[src/rtl/bb_pkg.sv]
package bb_pkg;

  // Decoded access kinds passed from control to datapath
  typedef struct packed {
    logic rdEven;
    logic rdOdd;
    logic wrEven;
    logic wrOdd;
  } bbStrobes_t;

endpackage

[src/rtl/bb_ctrl.sv]
module bb_ctrl
  import bb_pkg::*;
(
  input  logic       cs,
  input  logic       rdEn,
  input  logic       wrEn,
  input  logic       addrLo,
  output bbStrobes_t stb,
  output logic       devRdStb,
  output logic       devWrStb
);

  logic access;
  logic isRead;
  logic isWrite;

  // read and write together is treated as no access at all
  assign access  = cs & (rdEn ^ wrEn);
  assign isRead  = access & rdEn;
  assign isWrite = access & wrEn;

  always_comb begin
    stb.rdEven = isRead  & ~addrLo;
    stb.rdOdd  = isRead  &  addrLo;
    stb.wrEven = isWrite & ~addrLo;
    stb.wrOdd  = isWrite &  addrLo;
  end

  // device is touched only on the even read and the odd write
  assign devRdStb = isRead  & ~addrLo;
  assign devWrStb = isWrite &  addrLo;

endmodule

[src/rtl/bb_datapath.sv]
module bb_datapath
  import bb_pkg::*;
#(
  parameter int BYTE_W = 8
) (
  input  logic                  clk,
  input  logic                  rstN,
  input  bbStrobes_t            stb,
  input  logic [BYTE_W-1:0]     wrData,
  input  logic [2*BYTE_W-1:0]   devRdData,
  output logic [BYTE_W-1:0]     rdData,
  output logic [2*BYTE_W-1:0]   devWrData,
  output logic                  devWrOe
);

  localparam int WORD_W = 2 * BYTE_W;

  logic [BYTE_W-1:0] rdHold;
  logic [BYTE_W-1:0] wrHold;

  always_ff @(posedge clk or negedge rstN) begin
    if (!rstN) begin
      rdHold <= '0;
      wrHold <= '0;
    end else begin
      if (stb.rdEven) rdHold <= devRdData[WORD_W-1:BYTE_W];
      if (stb.wrEven) wrHold <= wrData;
    end
  end

  always_comb begin
    if (stb.rdEven)     rdData = devRdData[BYTE_W-1:0];
    else if (stb.rdOdd) rdData = rdHold;
    else                rdData = '0;
  end

  assign devWrOe   = stb.wrOdd;
  assign devWrData = stb.wrOdd ? {wrData, wrHold} : '0;

endmodule

[src/rtl/bb_bridge.sv]
module bb_bridge
  import bb_pkg::*;
#(
  parameter int BYTE_W     = 8,
  parameter int REG_ADDR_W = 3
) (
  input  logic                    clk,
  input  logic                    rstN,
  input  logic                    cs,
  input  logic                    rdEn,
  input  logic                    wrEn,
  input  logic                    addrLo,
  input  logic [REG_ADDR_W-1:0]   regAddr,
  input  logic [BYTE_W-1:0]       wrData,
  output logic [BYTE_W-1:0]       rdData,
  output logic [REG_ADDR_W-1:0]   devAddr,
  output logic                    devRdStb,
  output logic                    devWrStb,
  output logic                    devWrOe,
  output logic [2*BYTE_W-1:0]     devWrData,
  input  logic [2*BYTE_W-1:0]     devRdData
);

  bbStrobes_t stb;

  bb_ctrl u_ctrl (
    .cs       (cs),
    .rdEn     (rdEn),
    .wrEn     (wrEn),
    .addrLo   (addrLo),
    .stb      (stb),
    .devRdStb (devRdStb),
    .devWrStb (devWrStb)
  );

  bb_datapath #(.BYTE_W(BYTE_W)) u_dp (
    .clk       (clk),
    .rstN      (rstN),
    .stb       (stb),
    .wrData    (wrData),
    .devRdData (devRdData),
    .rdData    (rdData),
    .devWrData (devWrData),
    .devWrOe   (devWrOe)
  );

  assign devAddr = regAddr;

endmodule

[config.mk]
export PLATFORM = sky130hd
export DESIGN_NAME = bb_bridge
export DESIGN_NICKNAME = d
export VERILOG_FILES = /design/src/rtl/bb_pkg.sv /design/src/rtl/bb_ctrl.sv /design/src/rtl/bb_datapath.sv /design/src/rtl/bb_bridge.sv
export SDC_FILE = /design/constraint.sdc
export NUM_CORES = 1
export LEC_CHECK = 0
export BUFFER_PORTS_ARGS = -buffer_cell sky130_fd_sc_hd__buf_2
export CAP_MARGIN = 20
export CORE_MARGIN = 5
export CORE_UTILIZATION = 40
export DETAILED_ROUTE_END_ITERATION = 10
export PLACE_DENSITY = 0.87
export RECOVER_POWER = 100
export SLEW_MARGIN = 30
export SYNTH_ARGS = -nofsm -noshare
export SYNTH_HDL_FRONTEND = slang
export SYNTH_HIERARCHICAL = 1
export SYNTH_SLANG_ARGS = --single-unit
export TNS_END_PERCENT = 50
[constraint.sdc]
create_clock -name clk -period 1.8 [get_ports clk]
set_clock_uncertainty 0.2 [all_clocks]
set_input_delay 0.36 -clock clk [delete_from_list [all_inputs] [get_ports clk]]
set_output_delay 0.36 -clock clk [all_outputs]
set_load 0.01 [all_outputs]
==> qor.json <==
{
  "rsz0062_at_grt": "yes",
  "worst_setup_hold_path_clk_slew_ns": 0.09,
  "hold_path_startpoint": "devRdData[13]",
  "cts_htree_levels": 1,
  "postSynthRegisterBits": 16,
  "relSlewSlack": 0.436,
  "final-seq-area_sq_um": 400,
  "die-area_sq_mm": 0.00332,
  "number_of_antenna_violating_nets_in_the_routed_design": 0,
  "num_io_pins": 63,
  "coreArea_sq_mm": 0.00219,
  "yosysWarnings": 6,
  "first_pass_iters": 4,
  "final_core_utilization": 0.570,
  "finalWorstPathRequiredPeriod_ns": 1.84,
  "placed_cell_area_sq_mm": 0.00117,
  "antenna-diode-count": 0,
  "cellPowerDensity_mw_per_mm2": 707,
  "worst-endpoint-required_ns": 1.24,
  "cts_buffers": 3,
  "final_common_cell": "sky130_fd_sc_hd__buf_2",
  "ff2ff_setup_slack_ns": 0.84,
  "number_of_global_route_vias_before_repair": 841,
  "drtIter0Drc": 23,
  "status": "complete, but fails checks",
  "arrival_ns": 1.28,
  "worst_skew_pair.late_latency_ns": 0.27,
  "worst_r2r_endpoint": "u_dp/rdHold[1]",
  "drive_above_1_share": 0.634,
  "die_h_um": 57.6,
  "numPortBuffers": 56,
  "yosysSeqAreaShare": 0.441,
  "library_cells_used_by_synthesis": 14,
  "kind_of_start_point_of_the_critical_path": "input port",
  "setup_violations": 6,
  "worst_setup_path_end_kind": "output port",
  "grt_max_degree": 19,
  "crit_type": "input port to output port",
  "layout_common_cells": "sky130_fd_sc_hd__buf_2 (50), sky130_fd_sc_hd__and2_1 (16), sky130_fd_sc_hd__mux2_2 (16), sky130_fd_sc_hd__dfrtp_1 (16)",
  "irDropWorstVdd_mv": 0.528,
  "cap_violations": 0,
  "die-width_um": 57.6,
  "clock_path_buffers": 2,
  "cp-startpoint": "wrEn",
  "maxClockFrequency_ghz": 0.543,
  "viasPerCell": 4.81,
  "clock-root-buffer": "sky130_fd_sc_hd__clkbuf_4",
  "finalHoldViolations": 0,
  "clock_sink_count": 16,
  "first_pass_grt_wire_length_um": 3640,
  "post_synth_instance_area_sq_um": 907,
  "gr-usage-all-layers": 0.135,
  "synthToLayoutAreaGrowth_pct": 37.7,
  "number_of_nets_in_the_synthesized_netlist": 108,
  "route.detailed.drc": 0,
  "maxSlewViolCount": 0,
  "finish.cell_count_without_fillers": 159,
  "cts_tree": "built",
  "post_drt_wl_per_cell_um": 13.6,
  "grt_overflow": 0,
  "detailroute.via_count": 765,
  "holdCritPathClass": "input port to register",
  "power.static_leakage_uw": 0.000668,
  "worst-path-max-fanout": 6,
  "worst_hold_path.endpoint": "u_dp/rdHold[5]",
  "fin_crit_sh": 1.02,
  "dp.cells": 154,
  "layout.filler_cells": 209,
  "wl_um": 2160,
  "syn_area_per_cell_sq_um": 12.1,
  "violations": "negative setup slack",
  "starting_density_of_the_core": 0.414,
  "grt_antenna_before_repair": 0,
  "worst_r2r_startpoint": "u_dp/rdHold[1]",
  "timing.hold.worst_path_depth": 2,
  "placement_row_count": 17,
  "synthesis.instances": 75,
  "multi_input_comb_area_sq_um": 419,
  "final_instance_area_sq_mm": 0.00125,
  "reg2reg_depth": 1,
  "postLayoutSetupSlackWorst_ns": -0.0411,
  "final_net_count": 165,
  "tightestPinTransition_ns": 0.846,
  "routabilityCongestion": 0.794
}
-- worst max path at each step --
stage                      endpoint
after CTS                 rdData[4]
after global placement    rdData[2]
final                     rdData[1]
after floorplan           rdData[5]
after detailed placement  rdData[4]
after global routing      rdData[4]
-- power breakdown --
| group | total [uW] | internal (uW) | switching, uW |
|---|---|---|---|
| Clock | 227 | 123 | 105 |
| Sequential | 476 | 438 | 37.8 |
| Combinational | 180 | 114 | 65.4 |
| Total | 883 | 675 | 208 |
-- cells in the mapped netlist --
library cell,number,area [sq um]
sky130_fd_sc_hd__mux2_2,16,180
sky130_fd_sc_hd__a22o_1,6,52.6
sky130_fd_sc_hd__dfrtp_1,16,400
sky130_fd_sc_hd__nor2b_4,1,13.8
sky130_fd_sc_hd__buf_8,1,15.0
sky130_fd_sc_hd__buf_6,2,22.5
sky130_fd_sc_hd__and4b_2,2,22.5
sky130_fd_sc_hd__buf_2,1,5.00
sky130_fd_sc_hd__and4bb_2,1,12.5
sky130_fd_sc_hd__and4bb_1,1,12.5
sky130_fd_sc_hd__and2_1,16,100
sky130_fd_sc_hd__buf_4,6,45.0
sky130_fd_sc_hd__nand2_1,4,15.0
sky130_fd_sc_hd__o21ai_0,2,10.0
-- state kept, by name, summed over array words and instances (netlist names) --
register     flops
u_dp/rdHold      8
u_dp/wrHold      8
-- cell families (layout without fill, tap and decap cells) --
group / Yosys count / count (layout) / synth area share
compound gates: 8 / 8 / 0.0690
buf+inv: 10 / 66 / 0.0965
mux: 16 / 16 / 0.199
simple gates: 25 / 25 / 0.194
flops: 16 / 16 / 0.441
-- routing by layer --
layer  wire length (um)  GRT usage  vias up
met5                  0          0        -
met4                 43     0.0464        0
met3                267     0.0423        6
met2               1090      0.245       42
met1                756      0.147      348
li1                   -          -      369
-- what timing repair did --
item	4_1_cts	5_1_grt
endpoints found under the hold margin	16	0
gates cloned	0	0
pin swaps	4	2
endpoints found under the setup margin	24	24
hold buffers	1	0
gates resized for setup	7	1
setup buffers	0	0
-- layout make-up --
cell class                      instances  share of cell area
Multi-Input combinational cell         49               0.336
Sequential cell                        16               0.321
Timing Repair Buffer                   62               0.287
Clock buffer                            4              0.0291
Tap cell                               28              0.0281
-- critical path, stage by stage --
cell                       delay [ns]
sky130_fd_sc_hd__buf_6           0.10
sky130_fd_sc_hd__and4bb_2        0.34
sky130_fd_sc_hd__buf_6           0.11
sky130_fd_sc_hd__nor2b_4         0.04
sky130_fd_sc_hd__a22o_1          0.19
sky130_fd_sc_hd__buf_2           0.13
-- through the flow --
stage / setup WS (ns) / setup TNS (ns) / hold WS [ns] / power [uW]
CTS: -0.0548 / -0.197 / 0.109 / 897
detailed placement: -0.0679 / -0.524 / 0.0877 / 659
global placement: -0.0216 / -0.146 / 0.0831 / 642
floorplan: -0.0485 / -0.0970 / -0.136 / 587
global route: -0.0915 / -1.41 / 0.0994 / 941
finish: -0.0411 / -0.152 / 0.115 / 883
(Power assumes the default switching activity.)
